## src/rtl/csm_pkg.sv

```systemverilog
package csm_pkg;
  // Default operand width of the array multiplier.
  localparam int unsigned CSM_W = 8;
endpackage

```

## src/rtl/csm_fa.sv

```systemverilog
module csm_fa (
  input  logic a_i,
  input  logic b_i,
  input  logic c_i,
  output logic s_o,
  output logic c_o
);
  logic ab_x;
  assign ab_x = a_i ^ b_i;
  assign s_o  = ab_x ^ c_i;
  assign c_o  = (a_i & b_i) | (c_i & ab_x);
endmodule

```

## src/rtl/csm_csa_row.sv

```systemverilog
module csm_csa_row #(
  parameter int unsigned W = csm_pkg::CSM_W
) (
  input  logic [W-1:0] x_i,
  input  logic [W-1:0] y_i,
  input  logic [W-1:0] z_i,
  output logic [W-1:0] sum_o,
  output logic [W-1:0] cry_o
);
  for (genvar k = 0; k < W; k++) begin : g_col
    csm_fa u_fa (
      .a_i(x_i[k]),
      .b_i(y_i[k]),
      .c_i(z_i[k]),
      .s_o(sum_o[k]),
      .c_o(cry_o[k])
    );

    always_comb begin

      csa_count_chk: assert ({cry_o[k], sum_o[k]} == 2'($countones({x_i[k], y_i[k], z_i[k]})))
        else $error("carry-save column %0d miscounts its inputs", k);
    end
  end
endmodule

```

## src/rtl/csm_ripple_row.sv

```systemverilog
module csm_ripple_row #(
  parameter int unsigned W = csm_pkg::CSM_W
) (
  input  logic [W-1:0] x_i,
  input  logic [W-1:0] y_i,
  output logic [W-1:0] sum_o,
  output logic [W-1:0] cry_o
);
  logic [W-1:0] cin;

  for (genvar k = 0; k < W; k++) begin : g_col
    if (k == 0) begin : g_lsb
      assign cin[k] = 1'b0;
    end else begin : g_up
      assign cin[k] = cry_o[k-1];
    end

    csm_fa u_fa (
      .a_i(x_i[k]),
      .b_i(y_i[k]),
      .c_i(cin[k]),
      .s_o(sum_o[k]),
      .c_o(cry_o[k])
    );

    always_comb begin

      ripple_count_chk: assert ({cry_o[k], sum_o[k]} == 2'($countones({x_i[k], y_i[k], cin[k]})))
        else $error("ripple column %0d miscounts its inputs", k);
    end
  end
endmodule

```

## src/rtl/csm_array_mult.sv

```systemverilog
module csm_array_mult #(
  parameter int unsigned W = csm_pkg::CSM_W
) (
  input  logic [W-1:0]            mcand_i,
  input  logic [W-1:0]            mplier_i,
  output logic [2*W-1:0]          product_o,
  output logic [W-2:0][2*W-1:0]   row_sum_o,
  output logic [W-2:0][2*W-1:0]   row_cry_o
);
  localparam int unsigned PW   = 2 * W;
  localparam int unsigned NCSA = W - 2;

  // AND rows: pp[j][i] = mcand_i[i] & mplier_i[j]
  logic [W-1:0][W-1:0] pp;
  for (genvar j = 0; j < W; j++) begin : g_and
    assign pp[j] = mcand_i & {W{mplier_i[j]}};
  end

  // Vectors entering carry-save row j (j = 1 .. NCSA) and the ripple row (j = W-1)
  logic [W-1:1][W-1:0] sv;
  logic [W-1:1][W-1:0] cv;
  // Settled low product bits
  logic [W-2:0]        fin;

  assign sv[1]  = {1'b0, pp[0][W-1:1]};
  assign cv[1]  = pp[1];
  assign fin[0] = pp[0][0];

  for (genvar j = 1; j <= NCSA; j++) begin : g_csa
    logic [W-1:0]  zv;
    logic [W-1:0]  rs;
    logic [W-1:0]  rc;
    logic [PW-1:0] sum_vec;
    logic [PW-1:0] cry_vec;

    assign zv = {pp[j+1][W-2:0], 1'b0};

    csm_csa_row #(.W(W)) u_row (
      .x_i  (sv[j]),
      .y_i  (cv[j]),
      .z_i  (zv),
      .sum_o(rs),
      .cry_o(rc)
    );

    assign sv[j+1] = {pp[j+1][W-1], rs[W-1:1]};
    assign cv[j+1] = rc;
    assign fin[j]  = rs[0];

    always_comb begin
      sum_vec = '0;
      for (int k = 0; k < j; k++) sum_vec[k] = fin[k];
      for (int k = 0; k < W; k++) sum_vec[j+k] = rs[k];
      sum_vec[j+W] = pp[j+1][W-1];
    end

    always_comb begin
      cry_vec = '0;
      for (int k = 0; k < W; k++) cry_vec[j+1+k] = rc[k];
    end

    assign row_sum_o[j-1] = sum_vec;
    assign row_cry_o[j-1] = cry_vec;
  end

  // Final row: ripple resolution of the last sum/carry pair
  logic [W-1:0] fsum;
  logic [W-1:0] fcry;

  csm_ripple_row #(.W(W)) u_final (
    .x_i  (sv[W-1]),
    .y_i  (cv[W-1]),
    .sum_o(fsum),
    .cry_o(fcry)
  );

  assign product_o      = {fcry[W-1], fsum, fin};
  assign row_sum_o[W-2] = product_o;
  assign row_cry_o[W-2] = {fcry, {W{1'b0}}};

  always_comb begin

    zero_operand_chk: assert (!((mcand_i == '0) || (mplier_i == '0)) || (product_o == '0))
      else $error("zero operand gave nonzero product %0h", product_o);

    unit_operand_chk: assert (!(mplier_i == W'(1)) || (product_o == PW'(mcand_i)))
      else $error("unit multiplier gave %0h", product_o);
  end

  always_comb begin
    int unsigned sh;
    sh = 0;
    for (int k = 0; k < W; k++) if (mplier_i[k]) sh = k;

    pow2_operand_chk: assert (!$onehot(mplier_i) || (product_o == (PW'(mcand_i) << sh)))
      else $error("power-of-two multiplier gave %0h", product_o);
  end
endmodule

```

## config.mk

```make
export PLATFORM = sky130hd
export DESIGN_NAME = csm_array_mult
export DESIGN_NICKNAME = d
export VERILOG_FILES = /design/src/rtl/csm_pkg.sv /design/src/rtl/csm_fa.sv /design/src/rtl/csm_csa_row.sv /design/src/rtl/csm_ripple_row.sv /design/src/rtl/csm_array_mult.sv
export SDC_FILE = /design/constraint.sdc
export NUM_CORES = 1
export LEC_CHECK = 0
export BUFFER_PORTS_ARGS = -buffer_cell sky130_fd_sc_hd__buf_2
export CORE_ASPECT_RATIO = 1.75
export CORE_UTILIZATION = 30
export DETAILED_ROUTE_END_ITERATION = 8
export PLACE_DENSITY = 0.7
export SYNTH_ARGS = -nofsm -noshare
export SYNTH_HDL_FRONTEND = slang
export SYNTH_SLANG_ARGS = --single-unit
export TNS_END_PERCENT = 5
```

## constraint.sdc

```tcl
create_clock -name vclk -period 6.9
set_input_delay 0.345 -clock vclk [all_inputs]
set_output_delay 0.345 -clock vclk [all_outputs]
set_load 0.01 [all_outputs]
```

==> flow_summary.toml, run 1 <==
[status]
outcome = "complete, but fails checks"
violations = "DRC, setup timing"

[floorplanning]
start_util_pct = 30.7
fp.dieArea_sq_um = 12300
die_w_um = 84.1
io_pins = 256
die-height_um = 146
rows = 52
design.core.area_sq_um = 11500

[cells_and_area]
syn_to_final_growth_pct = -9.44
n_fill_cell = 1327
design.seq.count = 0
drive_gt1_share_pct = 45.1
diodes = 0
finalInstanceArea_sq_um = 3200
nClkBuffers = 0
final_cells = 603
register_area_sq_um = 0
nNetsFinal = 542

[sta]
hold_ws_ns = 1.09
finalHoldViolations = 0
fin_crit_ns = 7.12
rsz0062_at_grt = "yes"
final_max_slew_viol_count = 0
setup_viol = 5
final.period_utilization_pct = 103
fmax_ghz = 0.141
setup_ws_ns = -0.215

[worst_setup_path]
startpoint_type = "primary input"
arrival_ns = 6.77
setup.worst_path.class = "primary input to output port"
cpMostUsedCell = "fa_2"
path_cells = "buf_6 > and2_4 > fa_1 > inv_2 > fa_2 > fa_1 > fa_1 > fa_1 > inv_2 > fa_1 > ha_2 > inv_2 > fa_2 > fa_2 > fa_2 > fa_2 > fa_2 > fa_2 > fa_1 > inv_1 > buf_2"
cp_max_fo = 4
slowest_stage = "fa_1"
crit_path_max_incr_delay_ns = 0.59
required_ns = 6.55
end_kind = "output port"

[synth]
yosysSeqAreaShare_pct = 0
postSynthAreaPerCell_sq_um = 7.93
netlist_area_sq_um = 3540
synthCells = 446
ys_types = 9
ys_warn_count = 0

[routing]
vias = 2172
drc_errors = 48
drtIter0Drc = 74
wire_per_inst_um = 12.2
via_per_inst = 3.60
antenna_left = 0
routed_wl_um = 7370
dr.pass1.iters = 6

[global_routing]
grt-ovfl-total = 0
first_global_vias = 2048
antenna_found_initial = 0
grt_pass1_wl_um = 11200
grt_usage_pct = 11.6
grt_max_degree = 13

[pwr]
seq_power_share_pct = 0
powerDensity_nw_per_um2 = 342
irDropWorstVdd_mv = 0.196
clockPowerShare_pct = 0
p_switching_uw = 642
p_leak_uw = 0.00213
power.internal_uw = 453
power_frac_comb_pct = 100.0
switching_share_pct = 58.6

[min_path]
holdCritPathClass = "primary input to output port"

[place]
post-place-cells = 603
port_buffers = 179
placed_area_sq_um = 3170
hpwl_um = 6950
gp_congestion = 0.735
post-place-ws_ns = -0.359

[flow_run]
drv_cap = 0
## cells by family after synthesis
kind of cell | synth area share [%]
buffers and inverters | 59.6
adders and majority gates | 30.0
and+or+nand+nor | 10.3
other | 0.106
## cell usage in the layout (no fill, tap or decap)
master,n
ha_2,1
ha_1,7
nand2_1,26
nand2_2,1
buf_4,10
buf_2,176
and2_1,39
inv_1,72
inv_2,5
conb_1,77
buf_6,3
fa_2,12
fa_1,36
and2_4,3
## Yosys cell counts (all sizes together)
cell type / n / share of area, %
buf: 243 / 51
and2: 42 / 7.4
ha: 8 / 2.8
inv: 77 / 8.2
nand2: 27 / 2.9
conb: 1 / 0.11
fa: 48 / 27
## path summary, 6_finish.rpt
path         from              to  slack [ns]  cells after the start
max    mcand_i[4]  row_sum_o[110]       -0.22                     21
min   mplier_i[3]   row_sum_o[26]        1.09                      3
## worst max-delay path, delay by kind of cell
family	cells	cell delay, ns
adder cells (fa/ha/maj)	14	5.85
buffers and inverters	6	0.42
AND/OR/NAND/NOR	1	0.15
## final cells by class
class	count	area, sq um	share of cell area [%]
Timing Repair Buffer	189	990	30.9
Tap cell	135	169	5.27
Inverter	77	289	9.02
Multi-Input combinational cell	202	1760	54.8
## power groups by stage
stage	clock network (uW)	registers, uW	logic, uW
2_1_floorplan	0	0	1200
3_3_place_gp	0	0	1120
3_5_place_dp	0	0	1120
4_1_cts	0	0	1120
5_1_grt	0	0	1230
6_report	0	0	1100
## routing by layer
metal / vias up / part of all wire [%] / track usage (%)
li1: 996 / - / -
met1: 1021 / 33 / 12.0
met2: 155 / 57 / 24.7
met3: 0 / 9.4 / 2.16
met4: 0 / 0 / 0
met5: - / 0 / 0
## timing repair
| item | CTS | global route |
|---|---|---|
| pin swaps | 0 | 3 |
| hold buffers | 0 | 0 |
| buffers inserted | 0 | 0 |
| endpoints found under the setup margin | 7 | 8 |
| resized for setup | 2 | 19 |
## stage by stage
stage	util [%]	power, uW	TNS, ns
3_5_place_dp	27.5	1120	-1.67
4_1_cts	27.5	1120	-1.53
2_1_floorplan	-	1200	0
5_1_grt	27.8	1230	-2.02
6_report	27.8	1100	-0.814
3_3_place_gp	27.5	1120	-1.17
(Power assumes the default switching activity.)
==> run 2, diff against run 1 <==
--- a/config.mk
+++ b/config.mk
@@ -7,6 +7,7 @@
 export LEC_CHECK = 0
 export BUFFER_PORTS_ARGS = -buffer_cell sky130_fd_sc_hd__buf_2
 export CORE_ASPECT_RATIO = 1.75
+export CORE_MARGIN = 1.5
 export CORE_UTILIZATION = 30
 export DETAILED_ROUTE_END_ITERATION = 8
 export PLACE_DENSITY = 0.7
==> flow_summary.toml, run 2 (synthesized netlist as in run 1, its figures left out) <==
[global_routing]
antenna_found_initial = 0
first_global_vias = 2080
grt_usage_pct = 11.8
grt_max_degree = 13
grt-ovfl-total = 0
grt_pass1_wl_um = 11400

[floorplanning]
start_util_pct = 30.7
design.core.area_sq_um = 11500
die-height_um = 147
fp.dieArea_sq_um = 12500
die_w_um = 85.1
io_pins = 256
rows = 52

[cells_and_area]
final_common_cell = "buf_2"
finalInstanceArea_sq_um = 3220
nClkBuffers = 0
syn_to_final_growth_pct = -9.02
final_cells = 606
drive_gt1_share_pct = 44.4
final_cell_mix = "177 x buf_2, 77 x conb_1, 74 x inv_1"
register_area_sq_um = 0
finalCoreUtilization_pct = 28.0
diodes = 0
design.seq.count = 0
nNetsFinal = 545

[worst_setup_path]
cp_max_fo = 8
required_ns = 6.55
path_cells = "buf_2 > and2_1 > fa_1 > inv_1 > fa_2 > fa_2 > fa_2 > fa_1 > inv_2 > fa_2 > ha_4 > inv_2 > fa_2 > fa_2 > fa_2 > fa_2 > fa_2 > fa_2 > fa_1 > inv_1 > buf_2"
startpoint_type = "primary input"
end_kind = "output port"
slowest_stage = "fa_2"
setup.worst_path.class = "primary input to output port"
crit_path_max_incr_delay_ns = 0.60
cpMostUsedCell = "fa_2"
arrival_ns = 6.79

[routing]
antenna_left = 0
dr.pass1.iters = 6
met1Wirelength_um = 2510
drtIter0Drc = 54
highest_layer = "met3"
via_per_inst = 3.61
drc_errors = 24
route.met2.wl_um = 4510
wl_met3_um = 796
routed_wl_um = 7820
vias = 2190
wire_per_inst_um = 12.9

[sta]
setup_viol = 5
final_max_slew_viol_count = 0
fmax_ghz = 0.140
finalHoldViolations = 0
fin_crit_ns = 7.14
setup_ws_ns = -0.236
final.period_utilization_pct = 103
rsz0062_at_grt = "yes"
fin_tns_setup_ns = -0.857

[place]
hpwl_um = 7250
port_buffers = 179
placed_area_sq_um = 3160
gp_congestion = 0.722
post-place-cells = 602

[min_path]
holdCritPathClass = "primary input to output port"

[status]
outcome = "complete, but fails checks"
violations = "DRC, setup timing"

[cts]
holdBufCountCts = 0

[pwr]
finalPower_uw = 1130
irDropWorstVdd_mv = 0.222
p_leak_uw = 0.00214
powerDensity_nw_per_um2 = 350

[flow_run]
drv_cap = 0
## run 2: cell types whose count changed in the layout (fill, tap and decap cells not counted), sizes merged
cell,before,now
buf,189,192
## run 2: cell type report
| class | instances | area [sq um] |
|---|---|---|
| fill | 1303 | 8300 |
| inverter | 77 | 289 |
| multi-input combinational | 202 | 1760 |
| tap | 135 | 169 |
| timing repair buffer | 192 | 1000 |
## run 2: layer usage
layer / track usage, % / vias up
li1: - / 1003
met1: 12.7 / 1031
met2: 24.8 / 156
met3: 1.47 / 0
met4: 0.164 / 0
met5: 0 / -
## run 2: path summary, 6_finish.rpt
kind	end	slack [ns]	cells past startpoint	start
hold / removal	row_sum_o[94]	1.12	3	mplier_i[7]
setup / recovery	row_sum_o[110]	-0.24	21	mplier_i[1]
## run 2: power breakdown
group	internal [uW]	leakage, uW	switching, uW
logic	465	0.00214	663
registers	0	0	0
clock network	0	0	0
total	465	0.00214	663
## run 2: through the flow
step | hold WS, ns | worst slack (ns)
floorplan | 0.891 | 0.0511
global placement | 1.12 | -0.302
detailed placement | 1.12 | -0.394
CTS | 1.12 | -0.324
global route | 1.15 | -0.477
finish | 1.12 | -0.236
## run 2: critical path: cells and delay by family
family	cells	cell delay, ns
fa+ha+maj	14	5.80
simple gates	1	0.18
buf+inv	6	0.47
## run 2: timing repair
| action | CTS | global route |
|---|---|---|
| pin swaps | 4 | 5 |
| setup endpoints to repair | 7 | 8 |
| resized for setup | 10 | 2 |
| buffers inserted | 2 | 2 |
| hold endpoints to repair | 0 | 0 |
==> run 3, diff against run 2 <==
--- a/config.mk
+++ b/config.mk
@@ -10,7 +10,7 @@
 export CORE_MARGIN = 1.5
 export CORE_UTILIZATION = 30
 export DETAILED_ROUTE_END_ITERATION = 8
-export PLACE_DENSITY = 0.7
+export PLACE_DENSITY = 0.67
 export SYNTH_ARGS = -nofsm -noshare
 export SYNTH_HDL_FRONTEND = slang
 export SYNTH_SLANG_ARGS = --single-unit
==> flow_summary.toml, run 3 (synthesized netlist as in run 1, its figures left out) <==
[floorplanning]
start_util_pct = 30.7
rows = 52
die-height_um = 147
die_w_um = 85.1
io_pins = 256
design.core.area_sq_um = 11500
fp.dieArea_sq_um = 12500

[global_routing]
antenna_found_initial = 0
first_global_vias = 2131
grt-ovfl-total = 0
grt_max_degree = 13
grt_pass1_wl_um = 11300
grt_usage_pct = 11.6

[cells_and_area]
multiInputGateArea_sq_um = 1740
final_common_cell = "buf_2"
drive_gt1_share_pct = 43.0
n_fill_cell = 1319
nNetsFinal = 541
nClkBuffers = 0
final_cell_mix = "177 x buf_2, 77 x conb_1, 76 x inv_1"
diodes = 0
design.seq.count = 0
syn_to_final_growth_pct = -10.4
register_area_sq_um = 0

[routing]
wire_per_inst_um = 12.6
antenna_left = 0
via_per_inst = 3.56
dr.pass1.iters = 6
vias = 2141
drtIter0Drc = 46
drc_errors = 27
routed_wl_um = 7570

[place]
port_buffers = 179
hpwl_um = 7120
gp_congestion = 0.695

[sta]
fin_tns_setup_ns = -1.18
setup_ws_ns = -0.289
fin_crit_ns = 7.19
finalHoldViolations = 0
final.period_utilization_pct = 104
final_max_slew_viol_count = 0
fmax_ghz = 0.139
setup_viol = 5
hold_ws_ns = 1.11
rsz0062_at_grt = "yes"

[pwr]
irDropWorstVdd_mv = 0.188
p_leak_uw = 0.00212
powerDensity_nw_per_um2 = 345

[cts]
holdBufCountCts = 0
cts_setup_buffers = 0

[worst_setup_path]
crit_end = "row_sum_o[110]"
required_ns = 6.55
cp_max_fo = 7
end_kind = "output port"
arrival_ns = 6.84
setup.worst_path.start = "mplier_i[2]"
startpoint_type = "primary input"
setup.worst_path.class = "primary input to output port"

[status]
outcome = "complete, but fails checks"
violations = "DRC, setup timing"

[min_path]
holdCritPathClass = "primary input to output port"

[flow_run]
drv_cap = 0
run 3: worst min-delay path by stage:
stage	from	end	slack, ns	cells past startpoint
2_1_floorplan	mplier_i[6]	row_sum_o[77]	0.89	2
3_3_place_gp	mplier_i[7]	row_sum_o[94]	1.11	3
3_5_place_dp	mplier_i[7]	row_sum_o[94]	1.10	3
4_1_cts	mplier_i[7]	row_sum_o[94]	1.11	3
5_1_grt	mplier_i[7]	row_sum_o[94]	1.14	3
6_report	mplier_i[7]	row_sum_o[94]	1.11	3
run 3: worst max-delay path, stage by stage:
cell and delay, ns:
buf_4 0.14, and2_1 0.18, fa_2 0.57, inv_1 0.05, fa_2 0.54, fa_2 0.46, fa_2 0.37, fa_1 0.53
inv_1 0.07, fa_1 0.56, ha_1 0.17, inv_1 0.06, fa_2 0.35, fa_2 0.36, fa_2 0.36, fa_2 0.36
fa_2 0.36, fa_2 0.36, fa_1 0.49, inv_1 0.04, buf_2 0.13
run 3: area by class of cell:
class | instances | area share, %
Timing Repair Buffer | 188 | 30.5
Multi-Input combinational cell | 202 | 55.0
Inverter | 77 | 9.12
Tap cell | 135 | 5.33
run 3: what timing repair did:
action                                  in CTS  in global routing
pin swaps                                    0                  2
cloned                                       0                  0
gates resized for setup                      4                  2
endpoints found under the setup margin       7                  7
run 3: routing by layer:
layer / part of all wire (%) / GRT usage, % / vias up
li1: - / - / 994
met1: 33 / 12.2 / 987
met2: 57 / 24.8 / 160
met3: 9.9 / 1.41 / 0
met4: 0 / 0 / 0
met5: 0 / 0 / -
run 3: stage by stage:
step                      instances  setup WS, ns  utilization, %  instance area, sq um  power (uW)
final                           602        -0.289            27.5                  3170        1100
after global routing            602        -0.502            27.5                  3170        1230
after CTS                       602        -0.350            27.5                  3170        1130
after detailed placement        602        -0.377            27.4                  3160        1130
after global placement          602        -0.307            27.4                  3160        1130
after floorplan                 522        0.0511               -                  3850        1200
run 3: power breakdown:
group / total, uW / switching (uW) / internal, uW
Sequential: 0 / 0 / 0
Clock: 0 / 0 / 0
Combinational: 1100 / 647 / 448
Total: 1100 / 647 / 448
